===== config.mk =====
export PLATFORM = sky130hd
export DESIGN_NAME = lpm_lookup
export DESIGN_NICKNAME = d
export VERILOG_FILES = /design/src/rtl/lpm_pkg.sv /design/src/rtl/lpm_table.sv /design/src/rtl/lpm_match.sv /design/src/rtl/lpm_select.sv /design/src/rtl/lpm_lookup.sv
export SDC_FILE = /design/constraint.sdc
export NUM_CORES = 1
export LEC_CHECK = 0
export ABC_CLOCK_PERIOD_IN_PS = 13380
export BUFFER_PORTS_ARGS = -buffer_cell sky130_fd_sc_hd__buf_2
export CELL_PAD_IN_SITES_DETAIL_PLACEMENT = 0
export CELL_PAD_IN_SITES_GLOBAL_PLACEMENT = 1
export CORE_ASPECT_RATIO = 0.8
export CORE_UTILIZATION = 47
export CTS_BUF_LIST = sky130_fd_sc_hd__clkbuf_4 sky130_fd_sc_hd__clkbuf_8
export DETAILED_ROUTE_END_ITERATION = 12
export GPL_ROUTABILITY_DRIVEN = 0
export PLACE_DENSITY = 0.8
export SYNTH_ARGS = -nofsm -noshare
export SYNTH_HDL_FRONTEND = slang
export SYNTH_HIERARCHICAL = 1
export SYNTH_SLANG_ARGS = --single-unit

===== constraint.sdc =====
create_clock -name clk -period 13.38 [get_ports clk]
set_input_delay 0.669 -clock clk [delete_from_list [all_inputs] [get_ports clk]]
set_output_delay 0.669 -clock clk [all_outputs]
set_load 0.02 [all_outputs]

===== src/rtl/lpm_pkg.sv =====
package lpm_pkg;
  typedef enum logic [1:0] {
    MODE_LONGEST = 2'd0,
    MODE_FIXED   = 2'd1,
    MODE_EXACT   = 2'd2,
    MODE_EXACT2  = 2'd3
  } lpm_mode_e;

  function automatic logic is_exact(input lpm_mode_e m);
    return (m == MODE_EXACT) || (m == MODE_EXACT2);
  endfunction
endpackage


===== src/rtl/lpm_table.sv =====
module lpm_table #(
  parameter int ADDR_W  = 32,
  parameter int ENTRIES = 8,
  parameter int PORT_W  = 4,
  parameter int LEN_W   = 6,
  parameter int IDX_W   = 3
) (
  input  logic                             clk,
  input  logic                             rst_n,
  input  logic                             wr_en,
  input  logic [IDX_W-1:0]                 wr_idx,
  input  logic                             wr_valid,
  input  logic [ADDR_W-1:0]                wr_prefix,
  input  logic [LEN_W-1:0]                 wr_len,
  input  logic [PORT_W-1:0]                wr_port,
  output logic [ENTRIES-1:0]               ent_valid,
  output logic [ENTRIES-1:0][ADDR_W-1:0]   ent_prefix,
  output logic [ENTRIES-1:0][LEN_W-1:0]    ent_len,
  output logic [ENTRIES-1:0][PORT_W-1:0]   ent_port
);
  for (genvar e = 0; e < ENTRIES; e++) begin : g_slot
    logic sel;
    assign sel = wr_en && (int'(wr_idx) == e);

    always_ff @(posedge clk or negedge rst_n) begin
      if (!rst_n) begin
        ent_valid[e]  <= 1'b0;
        ent_prefix[e] <= '0;
        ent_len[e]    <= '0;
        ent_port[e]   <= '0;
      end else if (sel) begin
        ent_valid[e]  <= wr_valid;
        ent_prefix[e] <= wr_prefix;
        ent_len[e]    <= wr_len;
        ent_port[e]   <= wr_port;
      end
    end
  end


  wr_take_chk: assert property (@(posedge clk) disable iff (!rst_n)
    (wr_en && int'(wr_idx) < ENTRIES && !wr_valid) |=> !$countones(ent_valid & (ENTRIES'(1) << $past(wr_idx))));
endmodule


===== src/rtl/lpm_match.sv =====
module lpm_match
  import lpm_pkg::*;
#(
  parameter int ADDR_W = 32,
  parameter int LEN_W  = 6
) (
  input  lpm_mode_e          mode,
  input  logic [LEN_W-1:0]   fixed_len,
  input  logic [ADDR_W-1:0]  addr,
  input  logic               valid,
  input  logic [ADDR_W-1:0]  prefix,
  input  logic [LEN_W-1:0]   len,
  output logic               hit,
  output logic [LEN_W-1:0]   eff_len
);
  logic [LEN_W-1:0]  raw_len;
  logic [ADDR_W-1:0] care;

  always_comb begin
    if (mode == MODE_LONGEST)    raw_len = len;
    else if (mode == MODE_FIXED) raw_len = fixed_len;
    else                         raw_len = LEN_W'(ADDR_W);
  end

  always_comb begin
    if (int'(raw_len) > ADDR_W) eff_len = LEN_W'(ADDR_W);
    else                        eff_len = raw_len;
  end

  // bit b sits ADDR_W-1-b places below the MSB
  for (genvar b = 0; b < ADDR_W; b++) begin : g_care
    assign care[b] = (ADDR_W - 1 - b) < int'(eff_len);
  end

  assign hit = valid && (eff_len != '0) && (((addr ^ prefix) & care) == '0);


  always_comb begin
    if (is_exact(mode) && hit) begin
      exact_full_chk: assert (addr == prefix);
    end
  end
endmodule


===== src/rtl/lpm_select.sv =====
module lpm_select #(
  parameter int ENTRIES = 8,
  parameter int PORT_W  = 4,
  parameter int LEN_W   = 6,
  parameter int IDX_W   = 3
) (
  input  logic [ENTRIES-1:0]             hit,
  input  logic [ENTRIES-1:0][LEN_W-1:0]  eff_len,
  input  logic [ENTRIES-1:0][PORT_W-1:0] port,
  output logic [ENTRIES-1:0]             grant,
  output logic                           any_hit,
  output logic [PORT_W-1:0]              best_port
);
  logic [LEN_W-1:0] best_len;
  logic [IDX_W-1:0] best_idx;

  // ascending scan with strict compare keeps the lowest index on ties
  always_comb begin
    any_hit   = 1'b0;
    best_len  = '0;
    best_idx  = '0;
    best_port = '0;
    for (int i = 0; i < ENTRIES; i++) begin
      if (hit[i] && (!any_hit || eff_len[i] > best_len)) begin
        any_hit   = 1'b1;
        best_len  = eff_len[i];
        best_idx  = IDX_W'(i);
        best_port = port[i];
      end
    end
    grant = any_hit ? (ENTRIES'(1) << best_idx) : '0;
  end
endmodule


===== src/rtl/lpm_lookup.sv =====
module lpm_lookup
  import lpm_pkg::*;
#(
  parameter int ADDR_W  = 32,
  parameter int ENTRIES = 8,
  parameter int PORT_W  = 4,
  parameter int LEN_W   = $clog2(ADDR_W + 1),
  parameter int IDX_W   = (ENTRIES > 1) ? $clog2(ENTRIES) : 1
) (
  input  logic              clk,
  input  logic              rst_n,
  input  logic              wr_en,
  input  logic [IDX_W-1:0]  wr_idx,
  input  logic              wr_valid,
  input  logic [ADDR_W-1:0] wr_prefix,
  input  logic [LEN_W-1:0]  wr_len,
  input  logic [PORT_W-1:0] wr_port,
  input  logic [1:0]        mode,
  input  logic [LEN_W-1:0]  fixed_len,
  input  logic [PORT_W-1:0] dflt_port,
  input  logic              req_valid,
  output logic              req_ready,
  input  logic [ADDR_W-1:0] req_addr,
  output logic              rsp_valid,
  input  logic              rsp_ready,
  output logic [PORT_W-1:0] rsp_port,
  output logic              rsp_miss
);
  lpm_mode_e mode_e;
  assign mode_e = lpm_mode_e'(mode);

  logic [ENTRIES-1:0]             ent_valid;
  logic [ENTRIES-1:0][ADDR_W-1:0] ent_prefix;
  logic [ENTRIES-1:0][LEN_W-1:0]  ent_len;
  logic [ENTRIES-1:0][PORT_W-1:0] ent_port;
  logic [ENTRIES-1:0]             hit;
  logic [ENTRIES-1:0][LEN_W-1:0]  eff_len;
  logic [ENTRIES-1:0]             grant;
  logic                           any_hit;
  logic [PORT_W-1:0]              best_port;
  logic                           accept;

  lpm_table #(
    .ADDR_W(ADDR_W), .ENTRIES(ENTRIES), .PORT_W(PORT_W), .LEN_W(LEN_W), .IDX_W(IDX_W)
  ) i_table (
    .clk(clk), .rst_n(rst_n), .wr_en(wr_en), .wr_idx(wr_idx), .wr_valid(wr_valid),
    .wr_prefix(wr_prefix), .wr_len(wr_len), .wr_port(wr_port),
    .ent_valid(ent_valid), .ent_prefix(ent_prefix), .ent_len(ent_len), .ent_port(ent_port)
  );

  for (genvar e = 0; e < ENTRIES; e++) begin : g_cmp
    lpm_match #(.ADDR_W(ADDR_W), .LEN_W(LEN_W)) i_match (
      .mode(mode_e), .fixed_len(fixed_len), .addr(req_addr),
      .valid(ent_valid[e]), .prefix(ent_prefix[e]), .len(ent_len[e]),
      .hit(hit[e]), .eff_len(eff_len[e])
    );
  end

  lpm_select #(
    .ENTRIES(ENTRIES), .PORT_W(PORT_W), .LEN_W(LEN_W), .IDX_W(IDX_W)
  ) i_select (
    .hit(hit), .eff_len(eff_len), .port(ent_port),
    .grant(grant), .any_hit(any_hit), .best_port(best_port)
  );

  assign req_ready = !rsp_valid || rsp_ready;
  assign accept    = req_valid && req_ready;

  always_ff @(posedge clk or negedge rst_n) begin
    if (!rst_n) begin
      rsp_valid <= 1'b0;
      rsp_port  <= '0;
      rsp_miss  <= 1'b0;
    end else if (accept) begin
      rsp_valid <= 1'b1;
      rsp_port  <= any_hit ? best_port : dflt_port;
      rsp_miss  <= !any_hit;
    end else if (rsp_ready) begin
      rsp_valid <= 1'b0;
    end
  end

  // checker: is there a hit entry that beats the granted one?
  logic better_exists;
  always_comb begin
    int g;
    g = 0;
    better_exists = 1'b0;
    for (int i = 0; i < ENTRIES; i++) if (grant[i]) g = i;
    for (int i = 0; i < ENTRIES; i++) begin
      if (hit[i] && (eff_len[i] > eff_len[g] || (eff_len[i] == eff_len[g] && i < g)))
        better_exists = 1'b1;
    end
  end


  best_grant_chk: assert property (@(posedge clk) disable iff (!rst_n)
    any_hit |-> (!better_exists && (grant & hit) == grant));

  grant_onehot_chk: assert property (@(posedge clk) disable iff (!rst_n)
    $onehot0(grant) && (any_hit == (hit != '0)));

  miss_default_chk: assert property (@(posedge clk) disable iff (!rst_n)
    (accept && hit == '0) |=> (rsp_miss && rsp_port == $past(dflt_port)));

  accept_valid_chk: assert property (@(posedge clk) disable iff (!rst_n)
    accept |=> rsp_valid);

  hold_stable_chk: assert property (@(posedge clk) disable iff (!rst_n)
    (rsp_valid && !rsp_ready) |=> (rsp_valid && $stable(rsp_port) && $stable(rsp_miss)));

  stall_block_chk: assert property (@(posedge clk) disable iff (!rst_n)
    (rsp_valid && !rsp_ready) |-> !req_ready);
endmodule


==> results.json, run 1 <==
{
  "layout-drive-gt1-share_pct": 31.47,
  "numCtsBuffers": 61,
  "die_area_um2": 50690,
  "io_pins": 102,
  "cp-start-kind": "register",
  "design_area_um2": 26180,
  "fin_crit_sh_pct": 96.29,
  "track_usage_pct": 31.56,
  "p_sw_share_pct": 33.74,
  "power_switching_mw": 1.216,
  "crit_type": "reg2reg",
  "fin_nets": 2487,
  "worstMarginPinSlew_ps": 1082,
  "internal_power_mw": 2.388,
  "fin_worst_skew_ps": 49.11,
  "wl_mm": 81.44,
  "die_w_um": 251.5,
  "status": "complete, but fails checks",
  "clkPwrFrac_pct": 31.3,
  "p_leak_nw": 10.77,
  "portBuffers": 101,
  "maxSlewViolCount": 0,
  "first_global_vias": 19240,
  "critPathMaxFanout": 14,
  "netlist_instances": 2215,
  "core_area_um2": 48740,
  "syn_nets": 2352,
  "die_height_um": 201.6,
  "timing.fmax_ghz": 0.07762,
  "clock_path_buffers": 3,
  "post_dp_cell_area_um2": 24540,
  "avgSynthCellArea_um2": 10.56,
  "path_common_cell": "ha_1",
  "grt_start_max_net_pins": 178,
  "cp.arrival_ps": 13420,
  "ant_nets": 0,
  "syn2layout_area_growth_pct": 11.88,
  "antenna_found_initial": 6,
  "via_per_inst": 6.456,
  "clock-root-buffer": "clkbuf_8",
  "clk_pin_slew_ps": 70,
  "peakVddDrop_mv": 0.07730,
  "overflow": 0,
  "slew_headroom_pct": 27.75,
  "hold_violations": 5,
  "cts_tree": "built",
  "cts_sinks": 350,
  "power_density_nw_per_um2": 137.7,
  "drt_iter0_markers": 2118,
  "layout_min_cycle_time_ps": 12880,
  "drc": 0,
  "post-route-util_pct": 53.71,
  "hold_path_class": "in2async",
  "max_cap_violations": 0,
  "htreeDepth": 2,
  "power_frac_comb_pct": 27.7,
  "crit_slowest_cell": "dfrtp_1",
  "power.share.sequential_pct": 40.9,
  "grt_pass1_wl_mm": 120.3,
  "max_stage_delay_ps": 460,
  "cp-end-kind": "register",
  "wl_per_cell_um": 26.55,
  "netlist_area_um2": 23400,
  "fp-row-count": 72,
  "violations": "hold timing",
  "cp.required_ps": 13910,
  "insertion_delay_ps": 710,
  "ys_warn_count": 6,
  "finalSetupViolCount": 0,
  "start_util_pct": 48.01,
  "dr.pass1.iters": 6,
  "hold_ws_ps": -28.96,
  "place_hpwl_mm": 59.85,
  "dr_total_vias": 19800
}
[what timing repair did]
action | in CTS | in global routing
hold buffers | 0 | 0
pin swaps | 0 | 4
hold endpoints to repair | 0 | 0
setup buffers | 0 | 8
gates resized for setup | 1 | 26
setup endpoints to repair | 4 | 4
gates cloned | 0 | 2
[flip-flops by register name, summed over array words and instances (netlist names)]
| signal | flops |
|---|---|
| rsp_port | 4 |
| rsp_valid | 1 |
| i_table/ent_port | 32 |
| i_table/ent_prefix | 256 |
| i_table/ent_len | 48 |
| rsp_miss | 1 |
| i_table/ent_valid | 8 |
[area by class of cell]
| class | instances | area [um2] |
|---|---|---|
| clock inverter | 16 | 178.9 |
| timing repair buffer | 161 | 983.4 |
| sequential | 350 | 8760 |
| tap | 666 | 833.3 |
| clock buffer | 96 | 1234 |
| fill | 4333 | 22560 |
| antenna | 2 | 5.005 |
| multi-input combinational | 1710 | 13930 |
| inverter | 66 | 250.2 |
[final timing paths]
path / from / endpoint / slack [ps] / cells after the start
max in group asynchronous: rst_n / i_table/ent_len[5]$_DFFE_PN0P_ / 11060 / 3
min in group clk: dflt_port[3] / rsp_port[3]$_DFFE_PN0P_ / 330 / 3
hold / removal: rst_n / i_table/ent_prefix[235]$_DFFE_PN0P_ / -30 / 1
setup / recovery: i_table/ent_len[3]$_DFFE_PN0P_ / rsp_port[1]$_DFFE_PN0P_ / 500 / 55
hold reg to reg: i_table/ent_port[25]$_DFFE_PN0P_ / i_table/ent_port[25]$_DFFE_PN0P_ / 510 / 1
setup reg to reg: i_table/ent_len[3]$_DFFE_PN0P_ / rsp_port[1]$_DFFE_PN0P_ / 500 / 55
[layer usage]
metal | vias up | track usage, % | routed length, um
met5 | - | 0 | 0
met4 | 0 | 13.83 | 3574
met3 | 223 | 5.291 | 7743
met2 | 1142 | 48.15 | 35730
met1 | 9920 | 44.00 | 34390
li1 | 8516 | - | -
[critical path, delay by kind of cell (launching register included)]
kind                       cells  cell delay (ps)
adders and majority gates      7             2130
and+or+nand+nor               15             2740
AOI/OAI and AO/OA             29             6540
DFF                            1              460
muxes                          2              430
buffers and inverters          2              380
[placed cells by master, fill, tap and decap left out, drive strengths merged, types with 13 or more instances in the layout]
cell and instances:
o21a 30, inv 68, clkbuf 96, nor2 102, o22ai 23, o21ai 153, nor3 18, nor4b 25
mux2 356, o31ai 24, a211oi 39, nor4 25, dfrtp 350, o2bb2ai 16, a21o 23, a21oi 67
a31oi 55, xnor2 88, xor2 176, nand4 13, nand2 126, nand3 34, ha 42, and2 18
nor2b 14, o221ai 17, a41oi 16, buf 161, mux2i 23
[through the flow]
| stage | instances | TNS (ps) | total power [mW] | hold slack [ps] | setup slack, ps |
|---|---|---|---|---|---|
| after global routing | 3066 | -96.86 | 3.764 | 45.73 | -53.38 |
| final | 3067 | 0 | 3.604 | -28.96 | 496.1 |
| after global placement | 2943 | 0 | 2.422 | 483.1 | 11.49 |
| after floorplan | 2215 | 0 | 2.110 | 373.4 | 510.8 |
| after detailed placement | 2943 | -1784 | 2.457 | 487.1 | -490.6 |
| after CTS | 3055 | 0 | 3.590 | 15.05 | 68.10 |
[power by group through the flow]
stage | Clock [mW] | Sequential, mW | Combinational (mW)
floorplan | 0 | 1.44 | 0.670
finish | 1.13 | 1.47 | 1.00
global route | 1.20 | 1.50 | 1.06
global placement | 0 | 1.48 | 0.947
detailed placement | 0 | 1.49 | 0.969
CTS | 1.15 | 1.47 | 0.974
Power figures use the tool's default switching activity.
==> run 2: changes to the inputs <==
==> constraint.sdc (replaced) <==
create_clock -name clk -period 13.38 [get_ports clk]
set_input_delay 1.338 -clock clk [delete_from_list [all_inputs] [get_ports clk]]
set_output_delay 1.338 -clock clk [all_outputs]
set_load 0.02 [all_outputs]
==> run 2 against run 1 <==
Net effect:
- the flow now finishes without violations
- via count fell by 0.41%
- power barely moved
- sequential share of layout area fell by 0.26 points
- first-iteration DRC count fell by 0.52%
- core utilization rose by 0.41 points
- routed wire length rose by 0.14%
- maximum frequency fell by 0.24%
- cell count rose by 0.82%
- critical endpoint is now rsp_port[0]$_DFFE_PN0P_
- largest cell class unchanged
- largest power group unchanged
==> results.json, run 2 (same netlist as run 1, synthesis figures left out) <==
{
  "status": "completed",
  "reg_top3": "i_table/ent_prefix x256, i_table/ent_len x48, i_table/ent_port x32",
  "overflow": 0,
  "layout_min_cycle_time_ps": 12920,
  "finalSetupViolCount": 0,
  "fillers": 4346,
  "layout-drive-gt1-share_pct": 32.33,
  "finalPower_mw": 3.606,
  "die_height_um": 201.6,
  "cp.required_ps": 13930,
  "ant_nets": 0,
  "cp.arrival_ps": 13470,
  "worstMarginPinSlew_ps": 1115,
  "wl_mm": 81.55,
  "clk_pin_slew_ps": 60,
  "crit_type": "in2reg",
  "insertion_delay_ps": 710,
  "grt_pass1_wl_mm": 121.1,
  "hold_path_class": "reg2reg",
  "fp-row-count": 72,
  "largest_reg_flops": 256,
  "die_w_um": 251.5,
  "start_util_pct": 48.01,
  "cts_tree": "built",
  "track_usage_pct": 31.77,
  "die_area_um2": 50690,
  "cts_hold_buf": 0,
  "fin_nets": 2517,
  "highest_layer": "met4",
  "io_pins": 102,
  "fin_crit_sh_pct": 96.53,
  "wl_per_cell_um": 26.37,
  "maxSlewViolCount": 0,
  "antenna_found_initial": 2,
  "critPathMaxFanout": 12,
  "clock_path_buffers": 3,
  "numCtsBuffers": 58,
  "max_stage_delay_ps": 390,
  "cp-start-kind": "primary input",
  "max_cap_violations": 0,
  "wl_met1_mm": 35.09,
  "rrSetupSlack_ps": 790,
  "fin_worst_skew_ps": 35.57,
  "p_leak_nw": 10.91,
  "peakVddDrop_mv": 0.09579,
  "via_per_inst": 6.378,
  "instances_no_fill": 3092,
  "portBuffers": 101,
  "multi_input_area_um2": 13930,
  "wl_met3_mm": 6.749,
  "cp-end-kind": "register",
  "drc": 0,
  "path_common_cell": "ha_1",
  "timing.fmax_ghz": 0.07743,
  "mostFrequentLayoutCell": "dfrtp_1",
  "final_cell_mix": "dfrtp_1, mux2_2, xor2_1",
  "hold_violations": 0,
  "dr_total_vias": 19720,
  "dr.pass1.iters": 6,
  "drt_iter0_markers": 2107,
  "clock-root-buffer": "clkbuf_8",
  "crit_slowest_cell": "a311o_1",
  "wl_met2_mm": 35.88,
  "htreeDepth": 2,
  "syn2layout_area_growth_pct": 12.73,
  "first_global_vias": 19230,
  "core_area_um2": 48740,
  "dp_cells": 2975,
  "grt_start_max_net_pins": 167,
  "slew_headroom_pct": 25.51,
  "regArea_um2": 8758,
  "regMostFlops": "i_table/ent_prefix",
  "power_density_nw_per_um2": 136.7,
  "cts_sinks": 350,
  "place_hpwl_mm": 60.59
}
==> run 2: cell count changes in the layout (fill, tap and decap cells not counted), sizes merged <==
| cell | before | now |
|---|---|---|
| buf | 161 | 193 |
| clkbuf | 96 | 91 |
| clkinv | 10 | 6 |
| bufinv | 3 | 5 |
| o21a | 30 | 32 |
| a31o | 4 | 3 |
| clkinvlp | 1 | 0 |
| diode | 2 | 1 |
| inv | 68 | 69 |
==> run 2: routing by layer <==
metal  up-vias  GRT usage, %
met5         -             0
met4         0         14.35
met3       214         5.964
met2      1019         48.16
met1      9907         43.99
li1       8580             -
==> run 2: repair_timing <==
item,CTS,global route
resized for setup,0,27
buffers inserted,0,8
endpoints found under the setup margin,0,4
==> run 2: worst paths after layout <==
kind                                            startpoint                             endpoint  cells past startpoint
max reg2reg                 i_table/ent_len[5]$_DFFE_PN0P_              rsp_port[0]$_DFFE_PN0P_                     56
max                                                mode[0]              rsp_port[0]$_DFFE_PN0P_                     60
min reg2reg                i_table/ent_len[18]$_DFFE_PN0P_      i_table/ent_len[18]$_DFFE_PN0P_                      1
max in group asynchronous                            rst_n   i_table/ent_prefix[21]$_DFFE_PN0P_                      3
min in group asynchronous                            rst_n  i_table/ent_prefix[207]$_DFFE_PN0P_                      1
min                        i_table/ent_len[18]$_DFFE_PN0P_      i_table/ent_len[18]$_DFFE_PN0P_                      1
==> run 2: critical path: cells and delay by family <==
family / cells / cell delay, ps
simple gates: 13 / 2090
compound gates: 30 / 6040
fa+ha+maj: 7 / 2050
buf+inv: 8 / 1430
mux: 2 / 500
==> run 2: power breakdown <==
group	leakage (nW)	internal, mW	switching (mW)
Sequential	4.19	1.29	0.186
Combinational	5.99	0.456	0.550
Clock	0.729	0.651	0.473
Total	10.9	2.40	1.21
==> run 2: cell type report <==
class | instances | area share [%]
timing repair buffer | 193 | 4.653
antenna | 1 | 0.009487
clock inverter | 14 | 0.8017
inverter | 66 | 0.9487
tap | 666 | 3.159
sequential | 350 | 33.21
multi-input combinational | 1711 | 52.81
clock buffer | 91 | 4.416
==> run 2: per-stage QoR <==
step	util (%)	TNS [ps]	cell area, um2	setup WS [ps]	hold WS [ps]
6_report	54.12	0	26380	464.5	504.1
5_1_grt	54.12	-488.0	26370	-146.2	525.0
4_1_cts	53.68	0	26160	254.8	499.4
3_5_place_dp	50.86	-1575	24790	-434.2	485.1
3_3_place_gp	50.86	0	24790	90.71	481.8
2_1_floorplan	-	0	23410	85.70	470.7
